<file path="config.mk">
export PLATFORM = sky130hd
export DESIGN_NAME = ebus_idle_seq
export DESIGN_NICKNAME = d
export VERILOG_FILES = /design/src/rtl/ebus_idle_seq.sv
export SDC_FILE = /design/constraint.sdc
export NUM_CORES = 1
export LEC_CHECK = 0
export BUFFER_PORTS_ARGS = -buffer_cell sky130_fd_sc_hd__buf_2
export CAP_MARGIN = 20
export CELL_PAD_IN_SITES_DETAIL_PLACEMENT = 0
export CELL_PAD_IN_SITES_GLOBAL_PLACEMENT = 2
export CORE_ASPECT_RATIO = 0.8
export CORE_MARGIN = 5
export CORE_UTILIZATION = 28
export CTS_BUF_LIST = sky130_fd_sc_hd__clkbuf_4 sky130_fd_sc_hd__clkbuf_8
export DETAILED_ROUTE_END_ITERATION = 6
export HOLD_SLACK_MARGIN = 0.03
export MAX_ROUTING_LAYER = met4
export PLACE_DENSITY_LB_ADDON = 0.1
export SLEW_MARGIN = 20
export SYNTH_ARGS = -nofsm -noshare
export SYNTH_HDL_FRONTEND = slang
export SYNTH_SLANG_ARGS = --single-unit
export TNS_END_PERCENT = 100
</file>
<file path="constraint.sdc">
create_clock -name clk -period 1.88 [get_ports clk]
set_input_delay 0.094 -clock clk [delete_from_list [all_inputs] [get_ports clk]]
set_output_delay 0.094 -clock clk [all_outputs]
set_load 0.02 [all_outputs]
</file>
<file path="src/rtl/ebus_idle_seq.sv">
module ebus_idle_seq #(
  parameter int ADDR_W = 24,
  parameter int AREA_W = 3,
  parameter int WAIT_W = 2,
  localparam int AREAS = 1 << AREA_W
) (
  input  logic                    clk,
  input  logic                    rst_n,
  input  logic                    req_valid,
  input  logic [ADDR_W-1:0]       req_addr,
  input  logic                    req_write,
  input  logic [AREAS-1:0]        area_three_st,
  input  logic [AREAS*WAIT_W-1:0] area_waits,
  input  logic [AREAS-1:0]        area_pin_wait,
  input  logic                    idle_rr_en,
  input  logic                    idle_wr_en,
  input  logic                    wait_n,
  output logic                    req_ready,
  output logic [ADDR_W-1:0]       bus_addr,
  output logic [AREAS-1:0]        cs_n,
  output logic                    rd_n,
  output logic                    wr_n,
  output logic                    data_oe,
  output logic                    done
);
  typedef enum logic [2:0] {S_RDY, S_TI, S_T1, S_T2, S_TW, S_T3} st_t;
  st_t st, st_nx;

  logic [ADDR_W-1:0] cur_addr;
  logic [AREA_W-1:0] cur_area;
  logic              cur_write, cur_three, cur_pin;
  logic [WAIT_W-1:0] wcnt;

  logic [AREA_W-1:0] req_area;
  logic accept, hazard, wait_more, in_acc;

  assign req_area  = req_addr[ADDR_W-1 -: AREA_W];
  assign done      = (st == S_T3) || (st == S_T2 && !cur_three);
  assign req_ready = (st == S_RDY) || done;
  assign accept    = req_valid && req_ready;
  assign hazard    = done && !cur_write &&
                     ((req_write && idle_wr_en) ||
                      (!req_write && idle_rr_en && req_area != cur_area));
  assign wait_more = (wcnt != '0) || (cur_pin && !wait_n);
  assign in_acc    = (st == S_T1) || (st == S_T2) || (st == S_TW) || (st == S_T3);

  always_comb begin
    st_nx = st;
    unique case (st)
      S_RDY: if (accept) st_nx = S_T1;
      S_TI:  st_nx = S_T1;
      S_T1:  st_nx = S_T2;
      S_T2:
        if (cur_three) st_nx = wait_more ? S_TW : S_T3;
        else           st_nx = accept ? (hazard ? S_TI : S_T1) : S_RDY;
      S_TW:  if (!wait_more) st_nx = S_T3;
      S_T3:  st_nx = accept ? (hazard ? S_TI : S_T1) : S_RDY;
      default: st_nx = S_RDY;
    endcase
  end

  always_ff @(posedge clk or negedge rst_n) begin
    if (!rst_n) begin
      st        <= S_RDY;
      cur_addr  <= '0;
      cur_area  <= '0;
      cur_write <= 1'b0;
      cur_three <= 1'b0;
      cur_pin   <= 1'b0;
      wcnt      <= '0;
    end else begin
      st <= st_nx;
      if (accept) begin
        cur_addr  <= req_addr;
        cur_area  <= req_area;
        cur_write <= req_write;
        cur_three <= area_three_st[req_area];
        cur_pin   <= area_pin_wait[req_area];
        wcnt      <= area_waits[req_area*WAIT_W +: WAIT_W];
      end else if (((st == S_T2 && cur_three) || st == S_TW) && wcnt != '0) begin
        wcnt <= wcnt - 1'b1;
      end
    end
  end

  assign bus_addr = cur_addr;
  assign cs_n     = in_acc ? ~(AREAS'(1) << cur_area) : '1;
  assign rd_n     = !(in_acc && !cur_write);
  assign wr_n     = !(in_acc && st != S_T1 && cur_write);
  assign data_oe  = in_acc && cur_write;
endmodule

</file>
# After elaboration in Yosys (flattened, before gate mapping)

Cells that the tools add are included.
W data, S select, Z words.

Shifts and indexed selects: 2
Equality and inequality tests: 9
Reduce and logical (&&, ||, !) cells: 32
Bitwise logic cells: 1
Add/subtract/negate cells: 1
Multipliers: 0
Mux-type cells: 14
Magnitude comparators: 1
Divide/modulo/power cells: 0

Operators with widths:

| cell                  | number |
|---|---|
| $pmux W3 S6           | 1 |
| $shiftx A16 B5 Y2     | 1 |
| $logic_and A1 B1 Y1   | 14 |
| $mux W3               | 3 |
| $logic_or A1 B1 Y1    | 8 |
| $mux W2               | 4 |
| $mux W8               | 1 |
| $not A8 Y8            | 1 |
| $shl A1 B3 Y8 const A | 1 |
| $bmux W1 S3           | 2 |
| $eq A3 B2 Y1 const B  | 2 |
| $eq A3 B3 Y1 const B  | 2 |
| $logic_not A1 Y1      | 6 |
| $lt A3 B4 Y1 const B  | 1 |
| $ne A2 B2 Y1 const B  | 2 |
| $reduce_bool A2 Y1    | 2 |
| $eq A3 B1 Y1 const B  | 1 |
| $logic_not A3 Y1      | 1 |
| $mux W1               | 3 |
| $ne A3 B2 Y1 const B  | 1 |
| $ne A3 B3 Y1          | 1 |
| $reduce_and A2 Y1     | 1 |
| $sub A2 B1 Y2 const B | 1 |

Memories: 0
Memory bits (writable): 0
Bits in read-only memories: 0
Register bits: 35
Bits of input ports: 63
Bits in latches: 0
Word-level logic and storage cells: 67

# Logic depth before layout (Yosys ltp)

Gate-level depths: netlist of run 1.

Word-level depth: 9
Depth in mapped cells: 6
Mapped depth without buffers: 5

# Worst setup path before layout of run 1

Ideal clock, no wire load.

Path type: register to register
Start point: register st[1]
End point: register cur_addr[0], in the netlist bus_addr[0]
Setup time: 125 ps
Data required time: 1755 ps
Clock period less this slack: 1617 ps
Slack: 263 ps
Stages on the path, launching flop included: 6
Buffers on the path: 2
Data arrival time: 1491 ps
Path through: dfrtp_1 > buf_6 > and3b_4 > o221ai_4 > buf_12 > mux2_4

Cells in the longest elaborated chain, start to end: 5

RTL lines:

| element                | line | RTL |
|---|---|---|
| from (decl)            | 27   | `st_t st, st_nx;` |
| from (signal assigned) | 72   | `st <= st_nx;` |
| $eq A3 B2 Y1           | 38   | `assign done = (st == S_T3) \|\| (st == S_T2 && !cur_three);` |
| $logic_and A1 B1 Y1    | 38   |  |
| $logic_or A1 B1 Y1     | 38   |  |
| $logic_or A1 B1 Y1 *   | 39   | `assign req_ready = (st == S_RDY) \|\| done;` |
| $logic_and A1 B1 Y1 *  | 40   | `assign accept = req_valid && req_ready;` |
| to (signal assigned)   | 74   | `cur_addr <= req_addr;` |
| to (decl)              | 29   | `logic [ADDR_W-1:0] cur_addr;` |

Mark *: on every way between the ends. The rest lies on a longest branch, timed or not.
A chain may end at the register's enable or synchronous reset.

# Final worst setup path of run 1

Start point: register st[1]
End point: output cs_n[3]

Cells in the longest elaborated chain, start to end: 5

RTL lines:

| element                         | line | RTL |
|---|---|---|
| $eq A3 B2 Y1                    | 45   | `assign in_acc = (st == S_T1) \|\| (st == S_T2) \|\| (st == S_TW) \|\| (st == S_T3);` |
| $logic_or A1 B1 Y1 (2 in a row) | 45   |  |
| $logic_or A1 B1 Y1 *            | 45   |  |
| $mux W8 *                       | 87   | `assign cs_n = in_acc ? ~(AREAS'(1) << cur_area) : '1;` |
| to (decl)                       | 20   | `output logic [AREAS-1:0] cs_n,` |

Marked as above.

==> impl_results.md, run 1 <==
* Io pins at 100
* Flop and latch count out of synthesis at 32
* Clock transition at the registers of the reported paths at around 0.07 ns
* Htree depth at 2
* Max-cap violations at 0
* GRT Total Usage at a little under an eighth
* Min Tclk post-route at between 1.5 and 2 ns
* Vias in the first global route at ~1600
* Metal3 WL at about 430 µm
* HP Class: in -> reg
* Layout cells sized above 1 at between 60 and 70%
* Commonest non-fill, non-tap cells in the layout: buf_2 (99), dfrtp_1 (30), mux2_4 (22), nand2_1 (11)
* Clock buffer depth at 2
* Net switching fraction of the power at about two fifths
* DR WL met2 at a little over 2000 µm
* Post-route ant nets at 0
* Period utilization at between 90% and 100%
* DRC viols at 0
* Maximum clock frequency at between 0.5 and 0.6 GHz
* RSZ-0062 raised after global routing: no
* Netlist cell types at 37
* Starting Density at between 20% and 30%
* Layout area overhead at 36.4%
* Die width at about 100 µm
* Largest area contributor in the netlist: dfrtp_1
* Antenna violations before repair at 1
* Die area at 8660 µm²
* # nets final at ~320
* Sequential share of the synthesized area at 41.5%
* Worst slew pin tran at about 0.73 ns
* Core Area at approximately 6800 µm²
* Synth warn at 0
* Top cells by area, synth: dfrtp_1 (42%), mux2_4 (17%), mux4_1 (5.5%), mux4_2 (4.7%), mux2_2 (2.9%)
* WP data required at roughly 1.8 ns
* Top cell type's share of synthesized area at 41.5%
* Leak at ~1.3 nW
* Synth Cell Area at 1930 µm²
* Clk_skew at between 0.006 and 0.007 ns
* Post-Syn Nets at between 200 and 250
* Post-DR vias/cell at roughly 4.5
* Critical path class: reg -> out
* Number of port buffers at 99
* Setup tns final at 0 ns
* Net switching power at around 1.8 mW
* Total CTS buffers at 5
* Hold endpoint: bus_addr[19]$_DFFE_PN0N_
* HP Start: req_addr[19]
* Post-CTS setup buffers at 0
* DR pass1 iterations at 4
* Power Dens Cells at approximately 1700 nW/µm²
* Highest Signal Layer: met4
* Overall Power at approximately 4.5 mW
* Seq pwr share at between 20% and 30%
* TritonCTS clock tree: yes
* Status: completed
* Die Y at 84.2 µm
* Largest net degree at the start of global routing at 33
* FF-to-FF path depth at 4
* Slew headroom at roughly half
* Global-route wire length before repair at between 7000 and 8000 µm
* Commonest non-fill, non-tap cell in the layout: buf_2
* Crit. End Element: output pin
* Mapped Cells at between 100 and 150
* Vias at about 1500
* R2R Setup Slk at between 0.2 and 0.25 ns
* Comb pwr share at about three fifths
* FF-to-FF End: bus_addr[8]$_DFFE_PN0N_
* Row count at 27
* Endpoints failing hold at 0
* Root Buffer: clkbuf_8
* Average cell area after synthesis at ~13 µm²
* Post-DP HPWL at roughly 3800 µm
* Post-DR wirelength/cell at ~14 µm
* Filler cell count at 693
* Final Non-Filler Cells at 340
* Final setup viols at 0
* Crit path DAT at 1.62 ns
* DRT iter0 DRCs at 25
* Clk_lat worst skew at between 0.2 and 0.3 ns
* Reg2Reg Launch Point: st[1]$_DFFE_PN0P_
* Clk sinks at 32
* Startpoint types: flip-flop
* Fin util at between 30% and 40%
* Clk pwr share at around 12%
* Worst-path fanout max at 11
* Slew Limit Fails at 0
* Post-Route WL at 4800 µm
* VDD IR-drop max at between 0.5 and 0.6 mV
* Hold Path Stages at 2
* Placed insts at 330
* Total grt overflow at 0
* Internal power at between 2 and 3 mW
* Wl on met1 at 2260 µm
* Routability cong. at between 0.7 and 0.8
* Sequential cell area at about 800 µm²
* Multi-input logic area at roughly 1000 µm²
==> synthesized netlist by cell type <==
cell type and instances:
dfrtp_1 32, mux2_4 22, nand2_1 11, nor2b_1 7
nor2_1 6, o21ai_0 6, mux2_2 5, buf_6 4
inv_1 4, mux4_1 4, mux4_2 4, nand2b_1 4
a21oi_1 3, nor3_1 3, xor2_1 3, a211oi_1 2
and2_1 2, buf_12 2, mux2i_1 2, nand3_1 2
a21oi_2 1, a31oi_1 1, and2b_2 1, and3b_4 1
buf_2 1, buf_4 1, ha_1 1, nand4b_1 1
nor3b_1 1, o21bai_2 1, o221ai_1 1, o221ai_4 1
o22a_1 1, o22a_2 1, o41ai_1 1, or3b_1 1
xnor2_1 1
==> state kept, by name, summed over array words and instances, names as in the netlist <==
register   count
bus_addr      24
cur_write      1
wcnt           2
cur_three      1
cur_pin        1
st             3
==> through the flow <==
step / hold WS [ns] / setup WS, ns / cell area [µm²]
2_1_floorplan: -0.202 / 0.263 / 1930
3_3_place_gp: 0.207 / 0.169 / 2510
3_5_place_dp: 0.206 / 0.171 / 2510
4_1_cts: 0.0349 / 0.0146 / 2620
5_1_grt: 0.0321 / 0.0296 / 2630
6_report: 0.0451 / 0.169 / 2630
==> layout make-up <==
cell class | instances | share of cell area (%)
tap | 87 | 4.14
timing repair buffer | 107 | 22.2
antenna | 1 | 0.0951
sequential | 32 | 30.5
inverter | 4 | 0.571
multi-input combinational | 101 | 38.8
clock buffer | 8 | 3.71
==> how the worst max path moves through the flow <==
stage,start,endpoint,slack [ns],depth (start not counted)
after CTS,st[1]$_DFFE_PN0P_,cs_n[3],0.01,5
after detailed placement,st[1]$_DFFE_PN0P_,bus_addr[18]$_DFFE_PN0N_,0.17,4
after floorplan,st[1]$_DFFE_PN0P_,bus_addr[0]$_DFFE_PN0N_,0.26,5
final,st[1]$_DFFE_PN0P_,cs_n[3],0.17,5
after global placement,st[1]$_DFFE_PN0P_,bus_addr[20]$_DFFE_PN0N_,0.17,4
after global routing,st[1]$_DFFE_PN0P_,cs_n[3],0.03,5
==> power groups by stage <==
stage | sequential, mW | combinational, mW | clock [mW]
floorplan | 1.61 | 1.65 | 0
global placement | 1.34 | 2.67 | 0
detailed placement | 1.32 | 2.66 | 0
CTS | 1.32 | 2.68 | 0.593
global route | 1.38 | 2.84 | 0.624
finish | 1.32 | 2.64 | 0.561
==> metal layers <==
layer,vias to the layer above,global-route usage [%]
met3,9,3.49
li1,737,-
met5,-,-
met1,698,16.2
met2,74,15.8
met4,0,4.47
==> kinds of logic (layout without fill, tap and decap cells) <==
kind of cell	Yosys count	in the layout	synth area share (%)
AOI/OAI and AO/OA	19	19	7.72
xor gates and xnor gates	4	4	1.82
adders and majority gates	1	1	0.649
buffers and inverters	12	119	5.84
DFF	32	32	41.5
muxes	37	37	31.2
other	0	1	0
and+or+nand+nor	40	40	11.2
==> critical path: stages, from the launching register on <==
cell and delay (ns):
dfrtp_2 0.48, nor2b_1 0.16, nand2b_2 0.20, nor2b_2 0.25, nand3_1 0.09, buf_2 0.17
==> timing repair <==
action | CTS | global route
gates resized for setup | 1 | 3
endpoints found under the hold margin | 32 | 0
setup endpoints to repair | 4 | 8
hold buffers | 1 | 0
Note: power is estimated with default switching activity, not from simulation.
==> run 2: changes to the inputs <==
--- a/config.mk
+++ b/config.mk
@@ -8,10 +8,10 @@
 export BUFFER_PORTS_ARGS = -buffer_cell sky130_fd_sc_hd__buf_2
 export CAP_MARGIN = 20
 export CELL_PAD_IN_SITES_DETAIL_PLACEMENT = 0
-export CELL_PAD_IN_SITES_GLOBAL_PLACEMENT = 2
+export CELL_PAD_IN_SITES_GLOBAL_PLACEMENT = 1
 export CORE_ASPECT_RATIO = 0.8
 export CORE_MARGIN = 5
-export CORE_UTILIZATION = 28
+export CORE_UTILIZATION = 35
 export CTS_BUF_LIST = sky130_fd_sc_hd__clkbuf_4 sky130_fd_sc_hd__clkbuf_8
 export DETAILED_ROUTE_END_ITERATION = 6
 export HOLD_SLACK_MARGIN = 0.03
==> impl_results.md, run 2 (synthesis gave the netlist of run 1 again) <==
* Status: completed
* Clock transition at the registers of the reported paths at 0.07 ns (about the same)
* DRT iter0 DRCs at 37 (+48%)
* Clk_lat worst skew at 0.28 ns (about the same)
* Post-DR vias/cell at 4.73 (+6.0%)
* Critical path class: reg -> out
* # nets final at 320 (+1.6%)
* Slew headroom at 50.4% (-0.70 points)
* Endpoints failing hold at 0 (unchanged)
* Fin worst setup slack at 0.155 ns (-0.0140 ns)
* Post-Route WL at 4670 µm (-2.8%)
* Vias at 1524 (+0.40%)
* Clock buffer depth at 2 (unchanged)
* Max reg flops at 24 (unchanged)
* Min Tclk post-route at 1.73 ns (+0.0140 ns)
* Total grt overflow at 0 (unchanged)
* DR pass1 iterations at 4 (unchanged)
* Multi-input logic area at 1020 µm² (+0.49%)
* Commonest non-fill, non-tap cells in the layout: buf_2 (99), dfrtp_1 (30), mux2_4 (22), nand2_1 (11), dlygate4sd3_1 (10)
* Leak at 1.34 nW (+1.2%)
* DRC viols at 0 (unchanged)
* Row count at 24 (-11%)
* WP data required at 1.79 ns (about the same)
* Vias in the first global route at 1608 (+0.19%)
* Layout area overhead at 37.3%
* WHS at 0.0394 ns (-0.00567 ns)
* Routability cong. at 0.730 (+1.0%)
* Commonest non-fill, non-tap cell in the layout: buf_2
* Largest net degree at the start of global routing at 33 (unchanged)
* Placed insts at 304 (-7.9%)
* Die width at 93.0 µm (-9.5%)
* ANT cells at 0 (-1)
* Crit. End Element: output pin
* Post-route ant nets at 0 (unchanged)
* Filler cell count at 516 (-26%)
* Final setup viols at 0 (unchanged)
* Period utilization at 91.8% (+0.74 points)
* RSZ-0062 raised after global routing: no
* Setup tns final at 0 ns (unchanged)
* Post-DP HPWL at 3630 µm (-5.2%)
* Power Dens Cells at 1680 nW/µm² (-2.4%)
* Worst-path fanout max at 11 (unchanged)
* Post-CTS setup buffers at 0 (unchanged)
* Starting Density at 35.7% (+7.3 points)
* Number of port buffers at 99 (unchanged)
* Core Area at 5410 µm² (-20%)
* Antenna violations before repair at 0 (-1)
* Global-route wire length before repair at 7690 µm (-0.98%)
* TritonCTS clock tree: yes
* Die Y at 76.4 µm (-9.3%)
* Clk_skew at 0.00828 ns (+0.00141 ns)
* Post-DR wirelength/cell at 14.5 µm (+2.7%)
* Total CTS buffers at 5 (unchanged)
* Io pins at 100 (unchanged)
* Crit path DAT at 1.63 ns (about the same)
* Maximum clock frequency at 0.580 GHz (-0.81%)
* Overall Power at 4.44 mW (-1.7%)
* Slew Limit Fails at 0 (unchanged)
* Worst slew pin tran at 0.744 ns (+0.0105 ns)
* Sequential cell area at 803 µm² (unchanged)
* HP Class: in -> reg
* VDD IR-drop max at 0.649 mV (+23%)
* Max-cap violations at 0 (unchanged)
* Htree depth at 2 (unchanged)
* Pre-CTS WS at 0.162 ns (-0.00879 ns)
* Final Non-Filler Cells at 322 (-5.3%)
* Startpoint types: flip-flop
* Layout cells sized above 1 at 58.8% (-2.8 points)
* Root Buffer: clkbuf_8
* Clk sinks at 32 (unchanged)
* Die area at 7100 µm² (-18%)
* GRT Total Usage at 14.1% (+2.4 points)
==> run 2: changes by cell type in the layout (fill, tap and decap cells not counted) <==
| cell | delta |
|---|---|
| buf_12 | -1 |
| buf_4 | -3 |
| clkbuf_4 | -2 |
| clkinv_2 | +2 |
| diode_2 | -1 |
| dlygate4sd3_1 | +9 |
| nand2b_1 | +1 |
| nand2b_2 | -1 |
| nor2b_1 | -1 |
| nor2b_4 | +1 |
==> run 2: final timing paths <==
| kind | from | end | slack, ns | depth (start not counted) |
|---|---|---|---|---|
| worst max-delay path | st[1]$_DFFE_PN0P_ | cs_n[3] | 0.15 | 5 |
| worst min-delay path | req_addr[4] | bus_addr[4]$_DFFE_PN0N_ | 0.04 | 2 |
| worst max register to register | st[0]$_DFFE_PN0P_ | wcnt[1]$_DFFE_PN0P_ | 0.20 | 4 |
| worst min register to register | cur_pin$_DFFE_PN0N_ | cur_pin$_DFFE_PN0N_ | 0.49 | 2 |
| max in group asynchronous | rst_n | st[1]$_DFFE_PN0P_ | 0.95 | 2 |
| min in group asynchronous | rst_n | bus_addr[11]$_DFFE_PN0N_ | 0.42 | 2 |
==> run 2: layout make-up <==
type                    count  area share, %
clock inverters             2          0.378
repair buffers            112           23.8
well taps                  65           3.07
flip-flops and latches     32           30.3
clock buffers               6           3.12
multi-input cells         101           38.7
inverters                   4          0.567
==> run 2: stage by stage <==
step                cell area, µm²  utilization, %
CTS                           2630            48.6
finish                        2650            49.0
floorplan                     1930               -
global placement              2440            45.2
global route                  2650            49.0
detailed placement            2440            45.2
==> run 2: critical path, cell delays in order, from the launching register on <==
cell      delay, ns
dfrtp_2        0.48
nor2b_2        0.17
nand2b_1       0.21
nor2b_4        0.23
nand3_1        0.09
buf_2          0.17
==> run 2: repair_timing <==
action,CTS,global route
hold endpoints to repair,40,1
pin swaps,0,0
setup endpoints to repair,4,8
hold buffers,9,1
resized for setup,1,4
==> run 2: power breakdown <==
group	internal (mW)	switching (mW)	total, mW
logic	1.26	1.30	2.56
registers	1.05	0.290	1.34
clock network	0.292	0.253	0.545
==> run 2: routing by layer <==
layer  routed length (µm)  part of all wire (%)  track usage (%)  vias up
li1                     -                     -                -      751
met1                 2300                    49             19.7      706
met2                 1980                    42             19.6       62
met3                  339                   7.3             4.24        5
met4                   45                  0.96             3.95        0
met5                    0                     0                -        -
==> run 3: changes to the inputs <==
==> constraint.sdc (replaced) <==
create_clock -name clk -period 1.88 [get_ports clk]
set_input_delay 0.094 -clock clk [delete_from_list [all_inputs] [get_ports clk]]
set_output_delay 0.094 -clock clk [all_outputs]
set_load 0.05 [all_outputs]
==> impl_results.md, run 3 (synthesis gave the netlist of run 1 again) <==
* Max-cap violations at 0 (unchanged)
* Period utilization at 93.6% (+1.8 points)
* Post-route ant nets at 0 (unchanged)
* DRC viols at 0 (unchanged)
* Setup tns final at 0 ns (unchanged)
* Clock transition at the registers of the reported paths at 0.07 ns (about the same)
* Commonest non-fill, non-tap cell in the layout: buf_2
* Die width at 93.0 µm (unchanged)
* Crit path DAT at 1.67 ns (+0.04 ns)
* Post-DR vias/cell at 4.71 (-0.49%)
* Die Y at 76.4 µm (unchanged)
* DRT iter0 DRCs at 28 (-24%)
* Slew headroom at 51.1% (+0.65 points)
* Largest net degree at the start of global routing at 33 (unchanged)
* Min Tclk post-route at 1.76 ns (+0.0346 ns)
* Post-DP HPWL at 3700 µm (+2.2%)
* TritonCTS clock tree: yes
* Core Area at 5410 µm² (unchanged)
* Total grt overflow at 0 (unchanged)
* Pre-CTS WS at 0.151 ns (-0.0111 ns)
* WP data required at 1.79 ns (about the same)
* Post-Route WL at 4750 µm (+1.8%)
* Multi-input logic area at 1020 µm² (-0.49%)
* DR pass1 iterations at 4 (unchanged)
* Status: completed
* Die area at 7100 µm² (unchanged)
* RSZ-0062 raised after global routing: no
* GRT Total Usage at 13.6% (-0.46 points)
* Power Dens Cells at 2020 nW/µm² (+20%)
* Global-route wire length before repair at 7340 µm (-4.6%)
* Sequential cell area at 803 µm² (unchanged)
* Clk sinks at 32 (unchanged)
* Starting Density at 35.7% (unchanged)
* Commonest non-fill, non-tap cells in the layout: buf_2 (98), dfrtp_1 (30), mux2_4 (22), dlygate4sd3_1 (12), nand2_1 (11)
* Vias at 1526 (+0.13%)
* ANT cells at 0 (unchanged)
* Final setup viols at 0 (unchanged)
* Htree depth at 2 (unchanged)
* Routability cong. at 0.719 (-1.4%)
* Clock buffer depth at 2 (unchanged)
* Maximum clock frequency at 0.568 GHz (-2.0%)
* Total CTS buffers at 5 (unchanged)
* Crit. End Element: output pin
* Io pins at 100 (unchanged)
* Row count at 24 (unchanged)
* Max reg flops at 24 (unchanged)
* Fin worst setup slack at 0.120 ns (-0.0346 ns)
* Layout cells sized above 1 at 58.3% (-0.45 points)
* Post-DR wirelength/cell at 14.7 µm (+1.2%)
* Vias in the first global route at 1466 (-8.8%)
* Post-route cell area at 2670 µm² (+0.66%)
* # nets final at 322 (+0.63%)
* Filler cell count at 522 (+1.2%)
* Placed Area at 2440 µm² (unchanged)
* Antenna violations before repair at 0 (unchanged)
* VDD IR-drop max at 0.778 mV (+20%)
* Number of port buffers at 99 (unchanged)
* Slew Limit Fails at 0 (unchanged)
* Root Buffer: clkbuf_8
* Critical path class: reg -> out
* Endpoints failing hold at 0 (unchanged)
* Leak at 1.34 nW (+0.36%)
* HP Class: in -> reg
* Clk_skew at 0.0124 ns (+0.00408 ns)
* Worst slew pin tran at 0.734 ns (-0.00981 ns)
* Worst-path fanout max at 9 (-2)
* Clk_lat worst skew at 0.29 ns (about the same)
* Startpoint types: flip-flop
* Layout area overhead at 38.2%
run 3: cell type report:
cell class | instances | area share [%]
multi-input combinational | 101 | 38.3
sequential | 32 | 30.1
timing repair buffer | 114 | 24.5
clock buffer | 6 | 3.10
tap | 65 | 3.05
inverter | 4 | 0.563
clock inverter | 2 | 0.376
run 3: worst max-delay path, cell delays in order (launching register included):
cell and delay [ns]:
dfrtp_2 0.45, nor2b_2 0.18, nand2b_1 0.20, and2_1 0.22, nand2_1 0.06, buf_2 0.26
run 3: what timing repair did:
item | CTS | global route
hold buffers | 8 | 4
hold endpoints to repair | 39 | 4
setup endpoints to repair | 4 | 8
pin swaps | 0 | 0
setup buffers | 0 | 0
resized for setup | 2 | 3
run 3: worst paths after layout:
check	endpoint	slack, ns	start	cells after the start
hold / removal	bus_addr[16]$_DFFE_PN0N_	0.04	req_addr[16]	2
min in group asynchronous	bus_addr[11]$_DFFE_PN0N_	0.40	rst_n	2
setup / recovery	cs_n[4]	0.12	st[2]$_DFFE_PN0P_	5
max in group asynchronous	st[1]$_DFFE_PN0P_	0.96	rst_n	2
setup reg to reg	bus_addr[0]$_DFFE_PN0N_	0.16	st[0]$_DFFE_PN0P_	4
hold reg to reg	cur_pin$_DFFE_PN0N_	0.49	cur_pin$_DFFE_PN0N_	2
run 3: power breakdown:
group	switching [mW]	internal, mW	total [mW]
registers	0.288	1.05	1.34
clock network	0.262	0.292	0.554
logic	2.23	1.26	3.48
total	2.78	2.60	5.38
run 3: per-stage QoR:
step	utilization, %	hold WS (ns)	cells	total power [mW]
after global routing	49.3	0.0314	324	5.66
after CTS	48.5	0.0319	320	5.42
final	49.3	0.0379	324	5.38
after global placement	45.2	0.210	304	4.81
after floorplan	-	-0.202	145	4.16
after detailed placement	45.2	0.213	304	4.83
run 3: routing by layer:
| layer | GRT usage (%) | up-vias | share of wire (%) |
|---|---|---|---|
| met5 | - | - | 0 |
| met4 | 3.51 | 0 | 0.90 |
| met3 | 5.03 | 5 | 8.1 |
| met2 | 18.5 | 63 | 43 |
| met1 | 19.0 | 705 | 48 |
| li1 | - | 753 | - |
